--- config.mk ---
export PLATFORM = sky130hd
export DESIGN_NAME = jmpdec_top
export DESIGN_NICKNAME = d
export VERILOG_FILES = /design/src/rtl/jmpdec_pkg.sv /design/src/rtl/jmpdec_modrm_cls.sv /design/src/rtl/jmpdec_sib_cls.sv /design/src/rtl/jmpdec_disp_acc.sv /design/src/rtl/jmpdec_top.sv
export SDC_FILE = /design/constraint.sdc
export NUM_CORES = 1
export LEC_CHECK = 0
export ABC_AREA = 1
export CORE_MARGIN = 2
export CORE_UTILIZATION = 30
export DETAILED_ROUTE_END_ITERATION = 8
export PLACE_DENSITY = 0.6
export SYNTH_ARGS = -nofsm -noshare
export SYNTH_HDL_FRONTEND = slang
export SYNTH_SLANG_ARGS = --single-unit
--- constraint.sdc ---
create_clock -name clk -period 3.08 [get_ports clk]
set_input_delay 0.308 -clock clk [delete_from_list [all_inputs] [get_ports clk]]
set_output_delay 0.308 -clock clk [all_outputs]
set_load 0.005 [all_outputs]
--- src/rtl/jmpdec_pkg.sv ---
`timescale 1ns/1ps
package jmpdec_pkg;

   typedef enum logic [2:0] {
      K_REL8    = 3'd0,
      K_REL32   = 3'd1,
      K_IND_REG = 3'd2,
      K_IND_MEM = 3'd3,
      K_UNSUP   = 3'd4
   } jkind_t;

   typedef enum logic [1:0] {
      ST_OPC   = 2'd0,
      ST_MODRM = 2'd1,
      ST_SIB   = 2'd2,
      ST_DISP  = 2'd3
   } dstate_t;

   localparam logic [7:0] OPC_SHORT = 8'hEB;
   localparam logic [7:0] OPC_NEAR  = 8'hE9;
   localparam logic [7:0] OPC_GROUP = 8'hFF;
   localparam logic [2:0] GROUP_JMP = 3'd4;
   localparam logic [2:0] CODE_ESC  = 3'b100;
   localparam logic [2:0] CODE_DOFS = 3'b101;

   // Map a byte to its segment override code; zero means "not a prefix".
   function automatic logic [2:0] seg_code(input logic [7:0] b);
      logic [2:0] c;
      unique case (b)
         8'h26:   c = 3'd1;
         8'h2E:   c = 3'd2;
         8'h36:   c = 3'd3;
         8'h3E:   c = 3'd4;
         8'h64:   c = 3'd5;
         8'h65:   c = 3'd6;
         default: c = 3'd0;
      endcase
      return c;
   endfunction

endpackage

--- src/rtl/jmpdec_modrm_cls.sv ---
`timescale 1ns/1ps
module jmpdec_modrm_cls
   import jmpdec_pkg::*;
(
   input  logic [7:0] modrm,
   output logic       reg_is_jmp,
   output logic       is_reg_form,
   output logic       wants_sib,
   output logic       disp_only,
   output logic [2:0] disp_len
);
   logic [1:0] md;
   logic [2:0] rm;

   assign md          = modrm[7:6];
   assign rm          = modrm[2:0];
   assign reg_is_jmp  = (modrm[5:3] == GROUP_JMP);
   assign is_reg_form = (md == 2'b11);
   assign wants_sib   = !is_reg_form && (rm == CODE_ESC);
   assign disp_only   = (md == 2'b00) && (rm == CODE_DOFS);

   always_comb begin
      unique case (md)
         2'b00:   disp_len = disp_only ? 3'd4 : 3'd0;
         2'b01:   disp_len = 3'd1;
         2'b10:   disp_len = 3'd4;
         default: disp_len = 3'd0;
      endcase
   end
endmodule

--- src/rtl/jmpdec_sib_cls.sv ---
`timescale 1ns/1ps
module jmpdec_sib_cls
   import jmpdec_pkg::*;
(
   input  logic [7:0] sib,
   input  logic [1:0] md,
   output logic [1:0] scale,
   output logic [2:0] idx,
   output logic [2:0] base,
   output logic       no_index,
   output logic       no_base,
   output logic [2:0] disp_len
);
   assign scale    = sib[7:6];
   assign idx      = sib[5:3];
   assign base     = sib[2:0];
   assign no_index = (idx == CODE_ESC);
   assign no_base  = (md == 2'b00) && (base == CODE_DOFS);

   always_comb begin
      unique case (md)
         2'b00:   disp_len = no_base ? 3'd4 : 3'd0;
         2'b01:   disp_len = 3'd1;
         2'b10:   disp_len = 3'd4;
         default: disp_len = 3'd0;
      endcase
   end
endmodule

--- src/rtl/jmpdec_disp_acc.sv ---
`timescale 1ns/1ps
module jmpdec_disp_acc #(
   parameter int DISP_W = 32,
   localparam int LANES  = DISP_W / 8,
   localparam int LANE_W = (LANES > 1) ? $clog2(LANES) : 1
) (
   input  logic              clk,
   input  logic              rst_n,
   input  logic              clr,
   input  logic              wr,
   input  logic [LANE_W-1:0] lane,
   input  logic [7:0]        din,
   input  logic              wide,
   output logic [DISP_W-1:0] ext
);
   logic [DISP_W-1:0] merged;

   generate
      for (genvar g = 0; g < LANES; g++) begin : g_lane
         logic [7:0] q;
         logic       hit;
         assign hit = wr && (lane == LANE_W'(g));
         always_ff @(posedge clk) begin
            if (!rst_n || clr) q <= '0;
            else if (hit)      q <= din;
         end
         assign merged[g*8 +: 8] = hit ? din : q;
      end
   endgenerate

   assign ext = wide ? merged : {{(DISP_W-8){merged[7]}}, merged[7:0]};
endmodule

--- src/rtl/jmpdec_top.sv ---
`timescale 1ns/1ps
module jmpdec_top
   import jmpdec_pkg::*;
#(
   parameter int MAX_PFX = 4,
   parameter int LEN_W   = 5,
   parameter int DISP_W  = 32,
   localparam int PFX_W  = $clog2(MAX_PFX + 1),
   localparam int LANES  = DISP_W / 8,
   localparam int LANE_W = (LANES > 1) ? $clog2(LANES) : 1
) (
   input  logic              clk,
   input  logic              rst_n,
   input  logic              in_valid,
   output logic              in_ready,
   input  logic [7:0]        in_byte,
   output logic              out_valid,
   input  logic              out_ready,
   output logic [2:0]        out_kind,
   output logic [LEN_W-1:0]  out_len,
   output logic [2:0]        out_seg,
   output logic [DISP_W-1:0] out_disp,
   output logic [2:0]        out_base,
   output logic [2:0]        out_index,
   output logic [1:0]        out_scale,
   output logic              out_no_base,
   output logic              out_no_index
);

   generate
      if (MAX_PFX < 1)
         $error("MAX_PFX must be at least 1");
      if ((MAX_PFX + 7) >= (1 << LEN_W))
         $error("LEN_W too narrow for the longest instruction");
      if ((DISP_W % 8) != 0 || DISP_W < 32)
         $error("DISP_W must be a multiple of 8, at least 32");
   endgenerate

   // ---------------- state ----------------
   dstate_t           st_q, st_d;
   logic [PFX_W-1:0]  pfx_q, pfx_d;
   logic [2:0]        seg_q, seg_d;
   logic [LEN_W-1:0]  len_q, len_d;
   jkind_t            kind_q, kind_d;
   logic [1:0]        mod_q, mod_d;
   logic [2:0]        base_q, base_d, idx_q, idx_d;
   logic [1:0]        scale_q, scale_d;
   logic              nb_q, nb_d, ni_q, ni_d;
   logic [2:0]        left_q, left_d;
   logic [LANE_W-1:0] lane_q, lane_d;
   logic              wide_q, wide_d;

   // ---------------- output register ----------------
   logic              o_valid;
   jkind_t            o_kind;
   logic [LEN_W-1:0]  o_len;
   logic [2:0]        o_seg;
   logic [DISP_W-1:0] o_disp;
   logic [2:0]        o_base, o_idx;
   logic [1:0]        o_scale;
   logic              o_nb, o_ni;

   // ---------------- classifiers ----------------
   logic       m_jmp, m_reg, m_sib, m_donly;
   logic [2:0] m_dlen;
   logic [1:0] s_scale;
   logic [2:0] s_idx, s_base, s_dlen;
   logic       s_ni, s_nb;

   jmpdec_modrm_cls u_modrm (
      .modrm       (in_byte),
      .reg_is_jmp  (m_jmp),
      .is_reg_form (m_reg),
      .wants_sib   (m_sib),
      .disp_only   (m_donly),
      .disp_len    (m_dlen)
   );

   jmpdec_sib_cls u_sib (
      .sib      (in_byte),
      .md       (mod_q),
      .scale    (s_scale),
      .idx      (s_idx),
      .base     (s_base),
      .no_index (s_ni),
      .no_base  (s_nb),
      .disp_len (s_dlen)
   );

   logic              fire, emit, acc_wr;
   logic [DISP_W-1:0] acc_ext;
   logic [2:0]        pcode;

   assign in_ready = !o_valid || out_ready;
   assign fire     = in_valid && in_ready;
   assign pcode    = seg_code(in_byte);

   jmpdec_disp_acc #(.DISP_W(DISP_W)) u_acc (
      .clk   (clk),
      .rst_n (rst_n),
      .clr   (emit),
      .wr    (acc_wr),
      .lane  (lane_q),
      .din   (in_byte),
      .wide  (wide_q),
      .ext   (acc_ext)
   );

   // descriptor fields presented at emit
   jkind_t            e_kind;
   logic [DISP_W-1:0] e_disp;
   logic [2:0]        e_base, e_idx;
   logic [1:0]        e_scale;
   logic              e_nb, e_ni;

   always_comb begin
      st_d    = st_q;    pfx_d   = pfx_q;   seg_d  = seg_q;
      len_d   = len_q;   kind_d  = kind_q;  mod_d  = mod_q;
      base_d  = base_q;  idx_d   = idx_q;   scale_d = scale_q;
      nb_d    = nb_q;    ni_d    = ni_q;    left_d = left_q;
      lane_d  = lane_q;  wide_d  = wide_q;
      emit    = 1'b0;    acc_wr  = 1'b0;
      e_kind  = K_UNSUP; e_disp  = '0;
      e_base  = 3'd0;    e_idx   = 3'd0;    e_scale = 2'd0;
      e_nb    = 1'b1;    e_ni    = 1'b1;

      if (fire) begin
         len_d = len_q + 1'b1;
         unique case (st_q)
            ST_OPC: begin
               if (pcode != 3'd0) begin
                  if (pfx_q == PFX_W'(MAX_PFX)) begin
                     emit = 1'b1;               // too many prefixes
                  end else begin
                     pfx_d = pfx_q + 1'b1;
                     seg_d = pcode;
                  end
               end else if (in_byte == OPC_SHORT || in_byte == OPC_NEAR) begin
                  kind_d  = (in_byte == OPC_SHORT) ? K_REL8 : K_REL32;
                  wide_d  = (in_byte == OPC_NEAR);
                  left_d  = (in_byte == OPC_NEAR) ? 3'd4 : 3'd1;
                  lane_d  = '0;
                  base_d  = 3'd0; idx_d = 3'd0; scale_d = 2'd0;
                  nb_d    = 1'b1; ni_d  = 1'b1;
                  st_d    = ST_DISP;
               end else if (in_byte == OPC_GROUP) begin
                  st_d = ST_MODRM;
               end else begin
                  emit = 1'b1;
               end
            end
            ST_MODRM: begin
               if (!m_jmp) begin
                  emit = 1'b1;
               end else if (m_reg) begin
                  emit   = 1'b1;
                  e_kind = K_IND_REG;
                  e_base = in_byte[2:0];
                  e_nb   = 1'b0;
               end else if (m_sib) begin
                  kind_d = K_IND_MEM;
                  mod_d  = in_byte[7:6];
                  st_d   = ST_SIB;
               end else if (m_dlen == 3'd0) begin
                  emit   = 1'b1;
                  e_kind = K_IND_MEM;
                  e_base = in_byte[2:0];
                  e_nb   = 1'b0;
               end else begin
                  kind_d  = K_IND_MEM;
                  base_d  = in_byte[2:0];
                  idx_d   = 3'd0; scale_d = 2'd0;
                  nb_d    = m_donly; ni_d = 1'b1;
                  left_d  = m_dlen;
                  wide_d  = (m_dlen == 3'd4);
                  lane_d  = '0;
                  st_d    = ST_DISP;
               end
            end
            ST_SIB: begin
               if (s_dlen == 3'd0) begin
                  emit    = 1'b1;
                  e_kind  = K_IND_MEM;
                  e_base  = s_base;
                  e_idx   = s_idx;
                  e_scale = s_scale;
                  e_nb    = 1'b0;
                  e_ni    = s_ni;
               end else begin
                  base_d  = s_base; idx_d = s_idx; scale_d = s_scale;
                  nb_d    = s_nb;   ni_d  = s_ni;
                  left_d  = s_dlen;
                  wide_d  = (s_dlen == 3'd4);
                  lane_d  = '0;
                  st_d    = ST_DISP;
               end
            end
            default: begin // ST_DISP
               acc_wr = 1'b1;
               lane_d = lane_q + 1'b1;
               left_d = left_q - 3'd1;
               if (left_q == 3'd1) begin
                  emit    = 1'b1;
                  e_kind  = kind_q;
                  e_disp  = acc_ext;
                  e_base  = base_q;
                  e_idx   = idx_q;
                  e_scale = scale_q;
                  e_nb    = nb_q;
                  e_ni    = ni_q;
               end
            end
         endcase

         if (emit) begin
            st_d  = ST_OPC;
            pfx_d = '0;
            seg_d = 3'd0;
            len_d = '0;
         end
      end
   end

   always_ff @(posedge clk) begin
      if (!rst_n) begin
         st_q   <= ST_OPC;  pfx_q  <= '0;     seg_q   <= 3'd0;
         len_q  <= '0;      kind_q <= K_UNSUP; mod_q  <= 2'd0;
         base_q <= 3'd0;    idx_q  <= 3'd0;   scale_q <= 2'd0;
         nb_q   <= 1'b1;    ni_q   <= 1'b1;   left_q  <= 3'd0;
         lane_q <= '0;      wide_q <= 1'b0;
      end else begin
         st_q   <= st_d;    pfx_q  <= pfx_d;  seg_q   <= seg_d;
         len_q  <= len_d;   kind_q <= kind_d; mod_q   <= mod_d;
         base_q <= base_d;  idx_q  <= idx_d;  scale_q <= scale_d;
         nb_q   <= nb_d;    ni_q   <= ni_d;   left_q  <= left_d;
         lane_q <= lane_d;  wide_q <= wide_d;
      end
   end

   always_ff @(posedge clk) begin
      if (!rst_n) begin
         o_valid <= 1'b0;
         o_kind  <= K_UNSUP; o_len <= '0;   o_seg   <= 3'd0;
         o_disp  <= '0;      o_base <= 3'd0; o_idx  <= 3'd0;
         o_scale <= 2'd0;    o_nb  <= 1'b1;  o_ni    <= 1'b1;
      end else begin
         if (emit)           o_valid <= 1'b1;
         else if (out_ready) o_valid <= 1'b0;
         if (emit) begin
            o_kind  <= e_kind;
            o_len   <= len_q + 1'b1;
            o_seg   <= seg_q;
            o_disp  <= e_disp;
            o_base  <= e_base;
            o_idx   <= e_idx;
            o_scale <= e_scale;
            o_nb    <= e_nb;
            o_ni    <= e_ni;
         end
      end
   end

   assign out_valid    = o_valid;
   assign out_kind     = o_kind;
   assign out_len      = o_len;
   assign out_seg      = o_seg;
   assign out_disp     = o_disp;
   assign out_base     = o_base;
   assign out_index    = o_idx;
   assign out_scale    = o_scale;
   assign out_no_base  = o_nb;
   assign out_no_index = o_ni;

   // ---------------- assertions ----------------
   AST_STALL_HOLDS: assert property (@(posedge clk) disable iff (!rst_n)
      out_valid && !out_ready |=> out_valid && $stable(out_kind) && $stable(out_len)
                                  && $stable(out_disp) && $stable(out_seg));
   AST_STALL_NO_TAKE: assert property (@(posedge clk) disable iff (!rst_n)
      out_valid && !out_ready |-> !in_ready);
   AST_SHORT_SEXT: assert property (@(posedge clk) disable iff (!rst_n)
      out_valid && out_kind == 3'd0 |->
         (out_disp[DISP_W-1:7] == '0 || out_disp[DISP_W-1:7] == '1) && out_len >= LEN_W'(2));
   AST_REG_FORM_FLAGS: assert property (@(posedge clk) disable iff (!rst_n)
      out_valid && out_kind == 3'd2 |-> out_no_index && !out_no_base && out_len >= LEN_W'(2));
   AST_NOBASE_LONG: assert property (@(posedge clk) disable iff (!rst_n)
      out_valid && out_kind == 3'd3 && out_no_base |-> out_len >= LEN_W'(6));
   AST_UNSUP_CLEAN: assert property (@(posedge clk) disable iff (!rst_n)
      out_valid && out_kind == 3'd4 |-> out_disp == '0 && out_no_base && out_no_index);
   AST_PFX_BOUND: assert property (@(posedge clk) disable iff (!rst_n)
      pfx_q <= PFX_W'(MAX_PFX));

endmodule

==> impl_results.md, run 1 <==
* Status: complete, no violations
* Leakage power at 2.58 nW
* Met2 Usage GRT at 24.8%
* CP Capture Type: register
* Fraction of layout cells with a size suffix above 1 at 9.49%
* Vias in the first global route at 4,629
* Post-CTS Hold Buffers at 0
* Worst skew pair latency at 420 ps
* Setup violations, final at 0
* Worst vdd ir at 371 uV
* Post-Syn Nets at 750
* GRT Util Overall at 16.0%
* Buffers on Ports at 66
* Top delay family on crit path: simple AND/OR/NAND/NOR gates
* Nets@finish at 813
* CTS tree: yes
* Clock power share at 42.1%
* Slowest stage delay, CP at 520 ps
* Min cycle time layout at 2450 ps
* Sum Neg Setup Slack at 0 ps
* Dpl ws at 248 ps
* Final hold vios at 0
* GRT overflow at 0
* Period Utilization, post-route at 79.4%
* Final hold slack at 460 ps
* Deepest clock path buffer count at 2
* Synth unique cells at 42
* Core Region at 0.0174 sq mm
* YS warnings at 0
* Syn Inst Count at 725
* Die Footprint at 0.0189 sq mm
* Antenna Cells at 0
* Synth Register Bits at 120
* Root Buffer: clkbuf_16
* Sequential Power Share at 34.3%
* Worst Setup Slack, final at 635 ps
* Clock buffer count from CTS at 17
* Share of the synthesized area in the top cell type at 44.9%
* Mapped cell area at 0.00535 sq mm
* RSZ-0062 raised after global routing: no
* Synth Area per Inst at 7.38 sq um
* Max Cap Violations at 0
* Int Pwr at 3.52 mW
* Power Density at 746 mW/mm^2
* Max-slew headroom at 26.8%
* Post-route ant nets at 0
* Die height at 138 um
* Fmax at 409 MHz
* Dpl hpwl at 9910 um
* Leading area contributor after synthesis: dfxtp_1
* Post-DR wirelength/cell at 14.1 um
* Logic pwr share at 23.6%
* Worst setup SP type: input pin
* Total length of routed wires at 14,500 um
* HP Class: reg -> reg
* Synthesis-to-finish area growth at 28.6%
* Critical path buffer and inverter count at 3
* Largest net degree at the start of global routing at 57
* WS Path Type: in -> reg
* Worst slew pin tran at 1100 ps
* Main area contributors after synthesis: dfxtp_1, nor2_1, a21oi_1
* CP Data Required Time at 3410 ps
* GRT busiest layer: met2
* Slowest CP cell: clkdlybuf4s50_1
* Via density per instance at 4.84
* DIE WIDTH at 138 um
* Initial antenna violation count at 0
* CP dominant cell by count: nand2_1
* Clk sink count at 120
* Critical Path Fanout Max at 24
* DR iter-0 viols at 440
* First-pass GRT wire length at 23,600 um
* Routed via count at 4,965
* Crit-path cells: clkdlybuf4s50_1 > inv_1 > nand2_1 > nor2_1 > and2_1 > nor2_1 > nand2_1 > nand2_1 > nand2_1 > nand2_1 > nand2_2 > nand2_2 > nand2_8 > buf_4 > nand3_1 > o21ai_0
* P_sw at 1.61 mW
* DRT Pass-1 Iters at 5
* Top Ports at 67
* Post_cts resized at 0
* Switching share of power at 31.4%
* Max-slew violation count at 0
* Number of setup buffers added after CTS at 0
* GPL Wtd Cong at 0.896
* Post-synthesis sequential area ratio at 44.9%
* Arr. time, crit path at 2780 ps
* Max Clock Skew at 9.82 ps
* Worst-path clk slew at 50 ps
* # DRC at 0
* H-tree depth at 4
* Grt met1 use at 21.8%
* Initial core utilization at 30.8%
* Met3 GRT Util at 3.94%
* # rows at 48
cells in the mapped netlist:
cell / number
dfxtp_1: 120
nor2_1: 108
nand2_1: 92
a21oi_1: 77
o21ai_0: 74
inv_1: 60
nand3_1: 58
clkbuf_1: 18
o21ai_1: 15
ha_1: 13
inv_2: 8
buf_4: 7
nand2_2: 7
buf_2: 6
o31ai_1: 6
nand4_1: 5
a211oi_1: 4
buf_1: 4
nor2_2: 4
nor3_1: 4
nor4_1: 4
buf_6: 3
o211ai_1: 3
xor2_1: 3
a22oi_1: 2
nand3_2: 2
nand3b_1: 2
xnor2_1: 2
a31oi_1: 1
and2_1: 1
clkinv_1: 1
nand2_4: 1
nand2_8: 1
nor2_4: 1
nor3_2: 1
o21ai_2: 1
o21bai_2: 1
o221ai_1: 1
o22ai_1: 1
o2bb2ai_1: 1
or2_1: 1
or3_1: 1
layout by cell type, fill, tap and decap left out, types with 13 or more instances in the layout:
cell | synthesis | final
o21ai_1 | 15 | 15
clkbuf_16 | 0 | 17
nor2_1 | 108 | 108
dfxtp_1 | 120 | 120
clkdlybuf4s50_1 | 0 | 65
nand2_1 | 92 | 92
a21oi_1 | 77 | 77
nand3_1 | 58 | 58
ha_1 | 13 | 13
buf_4 | 7 | 14
inv_1 | 60 | 60
o21ai_0 | 74 | 74
power by group through the flow:
stage / clock (mW) / combinational, mW / sequential, mW
global route: 2.27 / 1.36 / 1.78
floorplan: 0 / 0.840 / 1.79
finish: 2.16 / 1.21 / 1.76
detailed placement: 0 / 1.20 / 1.80
CTS: 2.20 / 1.21 / 1.77
global placement: 0 / 1.21 / 1.79
kinds of logic after synthesis:
group	count (synthesis)	share of synthesized area (%)
AOI/OAI and AO/OA	187	18.6
xor gates and xnor gates	5	0.818
adders and majority gates	13	3.04
buffers and inverters	107	8.56
DFF	120	44.9
and+or+nand+nor	293	24.1
final cells by class:
type | count | area, sq um
Inverter | 69 | 259
Multi-Input combinational cell | 498 | 2490
Clock inverter | 13 | 193
Timing Repair Buffer | 82 | 801
Fill cell | 1795 | 10500
Tap cell | 225 | 282
Clock buffer | 19 | 453
Sequential cell | 120 | 2400
worst min-delay path, stage by stage (launching register included):
cell     delay [ps]
dfxtp_1         310
nand2_1          60
a21oi_1          50
per-stage QoR:
step                power, mW  cells  utilization [%]  instance area [sq um]
finish                   5.14   1026             39.6                   6880
global route             5.42   1026             39.6                   6880
CTS                      5.17   1026             39.6                   6880
floorplan                2.63    725                -                   5350
detailed placement       3.00    994             35.9                   6240
global placement         3.00    994             35.9                   6240
registers in the layout, indices dropped and copies added, names as in the netlist, 3 cells and up:
signal / cells
out_base: 3
out_disp: 32
idx_q: 3
left_q: 3
out_len: 5
u_acc.g_lane.q: 32
len_q: 5
kind_q: 3
base_q: 3
out_index: 3
out_kind: 3
out_seg: 3
pfx_q: 3
seg_q: 3
per-layer routing:
layer  share of wire, %  routed length, um
met4                1.6                231
met3                5.3                773
met5                  0                  0
met1                 49               7080
met2                 44               6380
path summary, 6_finish.rpt:
path | end | cells after the start | slack [ps] | start
worst max-delay path | out_disp[21] | 16 | 630 | in_byte[6]
worst min-delay path | out_scale[1] | 2 | 460 | out_scale[1]
worst max register to register | out_base[1] | 8 | 790 | st_q[1]
worst min register to register | out_scale[1] | 2 | 460 | out_scale[1]
Note: power is estimated with default switching activity, not from simulation.
==> inputs of run 2 (changes only) <==
Clock period 3.08 ns to 2.45 ns, I/O delays scaled along.
==> run 2 against run 1 <==
Cell count rose by 3.4%. Sequential power is 26% higher. Critical endpoint is now out_disp[15]. Via count rose by 2.9%. Clock skew about the same. Count of clock-buffer cells in the layout fell by 1. Core utilization grew 1.5 points. Routed wire length increased by 6.6%. Global-route usage rose by 1.1 points. Worst hold slack lost 190 ps. Combinational power is 38% higher.
==> impl_results.md, run 2 (synthesis gave the netlist of run 1 again) <==
* Fin area at 0.00714 sq mm (was 0.00688 sq mm)
* Max Clock Skew at 9.43 ps (was 9.82 ps)
* Number of setup buffers added after CTS at 0 (unchanged)
* Commonest cells after routing, fill and taps aside: dfxtp_1, nor2_1, nand2_1, a21oi_1, o21ai_0 (unchanged)
* Setup violations, final at 0 (unchanged)
* Largest net degree at the start of global routing at 42 (was 57)
* Core Region at 0.0174 sq mm (unchanged)
* Vias in the first global route at 5,021 (was 4,629)
* Worst skew pair latency at 420 ps (about the same)
* Post-DR wirelength/cell at 14.5 um (was 14.1 um)
* Die Footprint at 0.0189 sq mm (unchanged)
* Placed cells at 1,029 (was 994)
* CTS tree: yes (unchanged)
* Post-route ant nets at 0 (unchanged)
* CP Data Required Time at 2790 ps (was 3410 ps)
* Post-CTS Hold Buffers at 0 (unchanged)
* Clk sink count at 120 (unchanged)
* Final hold slack at 267 ps (was 460 ps)
* Routed via count at 5,111 (was 4,965)
* Antenna Cells at 0 (unchanged)
* HP Class: in -> reg (was reg -> reg)
* Worst slew pin tran at 682 ps (was 1100 ps)
* Synthesis-to-finish area growth at 33.4% (was 28.6%)
* GRT Util Overall at 17.1% (was 16.0%)
* Period Utilization, post-route at 84.4%
* Deepest clock path buffer count at 2 (unchanged)
* DIE WIDTH at 138 um (unchanged)
* Power Density at 916 mW/mm^2 (was 746 mW/mm^2)
* H-tree depth at 4 (unchanged)
* Placed instance area at 0.00651 sq mm (was 0.00624 sq mm)
* Clock buffer count from CTS at 17 (unchanged)
* Arr. time, crit path at 2410 ps (was 2780 ps)
* GPL Wtd Cong at 0.958 (was 0.896)
* Root Buffer: clkbuf_16 (unchanged)
* DR iter-0 viols at 297 (was 440)
* WS Path Type: reg -> reg (was in -> reg)
* Max-slew violation count at 0 (unchanged)
* Post_cts resized at 0 (unchanged)
* Commonest non-fill, non-tap cell in the layout: dfxtp_1 (unchanged)
* Leakage power at 2.75 nW (was 2.58 nW)
* Dpl hpwl at 10,700 um (was 9910 um)
* # rows at 48 (unchanged)
* Top Ports at 67 (unchanged)
* Post-route insts no fill at 1,061 (was 1,026)
* Initial antenna violation count at 0 (unchanged)
* Final hold vios at 0 (unchanged)
* Sum Neg Setup Slack at 0 ps (unchanged)
* Status: complete, no violations (unchanged)
* Filler Cells Inserted at 1,759 (was 1,795)
* CP Capture Type: register (unchanged)
* Worst vdd ir at 532 uV (was 371 uV)
* Via density per instance at 4.82 (was 4.84)
* Critical Path Fanout Max at 16 (was 24)
* Worst-path clk slew at 60 ps (was 50 ps)
* # DRC at 0 (unchanged)
* Total length of routed wires at 15,400 um (was 14,500 um)
* Max Cap Violations at 0 (unchanged)
* Fmax at 484 MHz
* DRT Pass-1 Iters at 5 (unchanged)
* Die height at 138 um (unchanged)
* First-pass GRT wire length at 25,000 um (was 23,600 um)
* Min cycle time layout at 2070 ps
* Buffers on Ports at 66 (unchanged)
* Fraction of layout cells with a size suffix above 1 at 13.3% (was 9.49%)
* GRT overflow at 0 (unchanged)
* RSZ-0062 raised after global routing: no (unchanged)
* Initial core utilization at 30.8% (unchanged)
* Nets@finish at 848 (was 813)
* Max-slew headroom at 54.5% (was 26.8%)
* Worst setup SP type: register (was input pin)
## run 2: cell count changes in the layout (fill, tap and decap cells not counted), sizes merged
cell | before | now
buf | 17 | 52
inv | 70 | 74
clkinvlp | 2 | 0
bufinv | 4 | 3
clkbuf | 19 | 18
## run 2: critical path: stages (launching register included)
cell	delay [ps]
dfxtp_1	380
ha_1	200
inv_2	120
nor2_2	220
nand2_1	340
nor2_1	190
a21oi_1	90
o21ai_0	220
inv_1	70
o21ai_0	150
## run 2: report_power, final
| part | leakage [nW] | total (mW) | internal (mW) | switching, mW |
|---|---|---|---|---|
| combinational | 1.47 | 1.67 | 0.644 | 1.03 |
| clock | 0.310 | 2.65 | 1.66 | 0.995 |
| sequential | 0.971 | 2.22 | 2.12 | 0.0975 |
## run 2: layout make-up
| class | count | area, sq um | area share, % |
|---|---|---|---|
| clock inverters | 14 | 188 | 2.63 |
| well taps | 225 | 282 | 3.94 |
| repair buffers | 117 | 1080 | 15.1 |
| inverters | 69 | 259 | 3.63 |
| clock buffers | 18 | 439 | 6.15 |
| multi-input cells | 498 | 2490 | 34.9 |
| flip-flops and latches | 120 | 2400 | 33.7 |
## run 2: per-layer routing
| metal | wire length, um | track usage [%] | vias up | share of wire (%) |
|---|---|---|---|---|
| met1 | 7350 | 22.1 | 2322 | 48 |
| li1 | - | - | 2605 | - |
| met2 | 7020 | 28.0 | 163 | 46 |
| met4 | 247 | 7.22 | 0 | 1.6 |
| met3 | 801 | 3.13 | 21 | 5.2 |
| met5 | 0 | 0 | - | 0 |
## run 2: final timing paths
check	start	endpoint	slack (ps)	depth (start not counted)
setup / recovery	st_q[0]	out_disp[15]	380	9
hold reg to reg	out_base[2]	out_base[2]	460	2
hold / removal	rst_n	idx_q[0]	270	3
setup reg to reg	st_q[0]	out_disp[15]	380	9
## run 2: per-stage QoR
stage | worst slack [ps] | total power, mW | util [%]
6_report | 382 | 6.54 | 41.1
5_1_grt | 39.6 | 6.86 | 41.1
4_1_cts | 366 | 6.58 | 41.1
3_5_place_dp | 16.8 | 3.91 | 37.5
3_3_place_gp | 2.70 | 3.92 | 37.5
2_1_floorplan | 631 | 3.30 | -
==> inputs of run 3 (changes only) <==
Settings changed: PLACE_DENSITY 0.6 to 0.62.
Clock period 2.45 ns to 1.7 ns, I/O delays scaled along.
==> run 3 against run 2 <==
The run now ends with negative setup slack left. Setup slack got worse by 480 ps. Non-clock buffer count rose by 65. Routed wire length rose by 15%. Flip-flop and latch count did not move. Total power rose by 64%. First-iteration DRC count fell by 0.34%. Critical path type unchanged. Core utilization rose by 7.0 points.
==> impl_results.md, run 3 (synthesis gave the netlist of run 1 again) <==
* Synthesis-to-finish area growth at 56.0% (was 33.4%)
* Antenna Cells at 0 (unchanged)
* Post-route ant nets at 0 (unchanged)
* Period Utilization, post-route at 106% (was 84.4%)
* Post-DR wirelength/cell at 15.7 um (was 14.5 um)
* Dpl hpwl at 11,400 um (was 10,700 um)
* Clock buffer count from CTS at 17 (unchanged)
* CP dominant cell by count: nand2_8 (was o21ai_0)
* Logic pwr share at 35.6% (was 25.5%)
* Initial antenna violation count at 0 (unchanged)
* Routed via count at 5,520 (was 5,111)
* Critical path buffer and inverter count at 2 (unchanged)
* Worst slew pin tran at 365 ps (was 682 ps)
* Placed cells at 1,077 (was 1,029)
* Post-CTS Hold Buffers at 0 (unchanged)
* Switching share of power at 33.6% (was 32.4%)
* WS Path Type: reg -> reg (unchanged)
* Deepest clock path buffer count at 2 (unchanged)
* Min cycle time layout at 1800 ps (was 2070 ps)
* H-tree depth at 4 (unchanged)
* Top delay family on crit path: simple AND/OR/NAND/NOR gates (unchanged)
* Max Cap Violations at 0 (unchanged)
* Final hold slack at 63.5 ps (was 267 ps)
* Commonest cells after routing, fill and taps aside: dfxtp_1, buf_4, nor2_1, nand2_1, clkdlybuf4s50_1 (was dfxtp_1, nor2_1, nand2_1, a21oi_1, o21ai_0)
* HP Class: in -> reg (unchanged)
* Total length of routed wires at 17,700 um (was 15,400 um)
* Fin area at 0.00835 sq mm (was 0.00714 sq mm)
* Arr. time, crit path at 2110 ps (was 2410 ps)
* Worst setup SP type: register (unchanged)
* Setup violations, final at 81 (was 0)
* # rows at 48 (unchanged)
* CP Data Required Time at 2010 ps (was 2790 ps)
* Core Region at 0.0174 sq mm (unchanged)
* Vias in the first global route at 5,212 (was 5,021)
* Power Density at 1280 mW/mm^2 (was 916 mW/mm^2)
* Clk sink count at 120 (unchanged)
* Die Footprint at 0.0189 sq mm (unchanged)
* Via density per instance at 4.90 (was 4.82)
* Root Buffer: clkbuf_16 (unchanged)
* Worst Setup Slack, final at -97.3 ps (was 382 ps)
* Sequential Power Share at 30.3% (was 33.9%)
* Final hold vios at 0 (unchanged)
* Leakage power at 3.22 nW (was 2.75 nW)
* Die height at 138 um (unchanged)
* Largest net degree at the start of global routing at 33 (was 42)
* DRT Pass-1 Iters at 5 (unchanged)
* GPL Wtd Cong at 0.928 (was 0.958)
* Max Clock Skew at 7.09 ps (was 9.43 ps)
* Critical Path Fanout Max at 6 (was 16)
* # DRC at 0 (unchanged)
* Failing checks: negative setup slack
* GRT overflow at 0 (unchanged)
* Fraction of layout cells with a size suffix above 1 at 32.2% (was 13.3%)
* Placed instance area at 0.00693 sq mm (was 0.00651 sq mm)
* DIE WIDTH at 138 um (unchanged)
* Slowest stage delay, CP at 380 ps (about the same)
* Fmax at 556 MHz (was 484 MHz)
* Max-slew headroom at 75.7% (was 54.5%)
* Dpl ws at -696 ps (was 16.8 ps)
* Int Pwr at 7.13 mW (was 4.42 mW)
* Worst skew pair latency at 420 ps (about the same)
* Max-slew violation count at 0 (unchanged)
* Crit-path cells: inv_4 > ha_4 > nand3_4 > nor2_4 > nand2_2 > nand2_2 > nand2_4 > nand2_8 > nand2_8 > nand2_8 > clkbuf_16 > nor2_1 (was ha_1 > inv_2 > nor2_2 > nand2_1 > nor2_1 > a21oi_1 > o21ai_0 > inv_1 > o21ai_0)
* Status: finished, violations left (was complete, no violations)
* P_sw at 3.60 mW (was 2.12 mW)
* Post-route insts no fill at 1,127 (was 1,061)
* Initial core utilization at 30.8% (unchanged)
* Buffers on Ports at 66 (unchanged)
* First-pass GRT wire length at 26,700 um (was 25,000 um)
* Worst-path clk slew at 60 ps (about the same)
* Top Ports at 67 (unchanged)
* Commonest non-fill, non-tap cell in the layout: dfxtp_1 (unchanged)
* GRT Util Overall at 18.3% (was 17.1%)
* Worst vdd ir at 895 uV (was 532 uV)
* Total Power at 10.7 mW (was 6.54 mW)
* CTS tree: yes (unchanged)
* DR iter-0 viols at 296 (was 297)
* CP Capture Type: register (unchanged)
* RSZ-0062 raised after global routing: yes (was no)
* Clock power share at 34.1% (was 40.5%)
* Nets@finish at 915 (was 848)
* Slowest CP cell: dfxtp_4 (was dfxtp_1)
[run 3: worst paths after layout]
check                                   from  cells after the start  slack (ps)                    to
worst min-delay path                   rst_n                      3          60             left_q[1]
worst max-delay path                 st_q[0]                     12        -100  u_acc.g_lane[2].q[7]
worst min register to register  out_index[0]                      2         460          out_index[0]
worst max register to register       st_q[0]                     12        -100  u_acc.g_lane[2].q[7]
[run 3: cell type report]
| type | instances | area (sq um) |
|---|---|---|
| Fill cell | 1657 | 9010 |
| Multi-Input combinational cell | 500 | 3000 |
| Sequential cell | 120 | 2410 |
| Timing Repair Buffer | 182 | 1780 |
| Clock buffer | 20 | 447 |
| Tap cell | 225 | 282 |
| Inverter | 69 | 279 |
| Clock inverter | 11 | 150 |
[run 3: through the flow]
stage	util [%]	setup TNS, ps
final	48.1	-4190
after global routing	48.1	-12280
after floorplan	-	-108
after detailed placement	39.9	-73720
after global placement	39.9	-77230
after CTS	45.2	-2040
[run 3: metal layers]
layer	GRT usage, %	vias to the layer above	wire (um)
li1	-	2735	-
met1	23.6	2595	8060
met2	29.9	150	8350
met3	4.64	40	825
met4	5.96	0	435
met5	0	-	0
[run 3: worst register-to-register path: cells and delay by family (launching register included)]
| family | cells | cell delay, ps |
|---|---|---|
| DFF | 1 | 380 |
| buffers and inverters | 2 | 270 |
| and+or+nand+nor | 9 | 890 |
| adders and majority gates | 1 | 150 |
[run 3: what timing repair did]
item / CTS / global route
pin swaps: 21 / 26
endpoints found under the hold margin: 0 / 0
buffers inserted: 5 / 4
endpoints found under the setup margin: 117 / 117
cloned: 3 / 7
gates resized for setup: 98 / 127
[run 3: power by group through the flow]
stage	Clock (mW)	Combinational, mW	Sequential (mW)
after floorplan	0	1.54	3.24
after global placement	0	2.73	3.25
after detailed placement	0	2.73	3.26
after CTS	3.71	3.22	3.24
after global routing	3.81	4.11	3.28
final	3.66	3.82	3.25
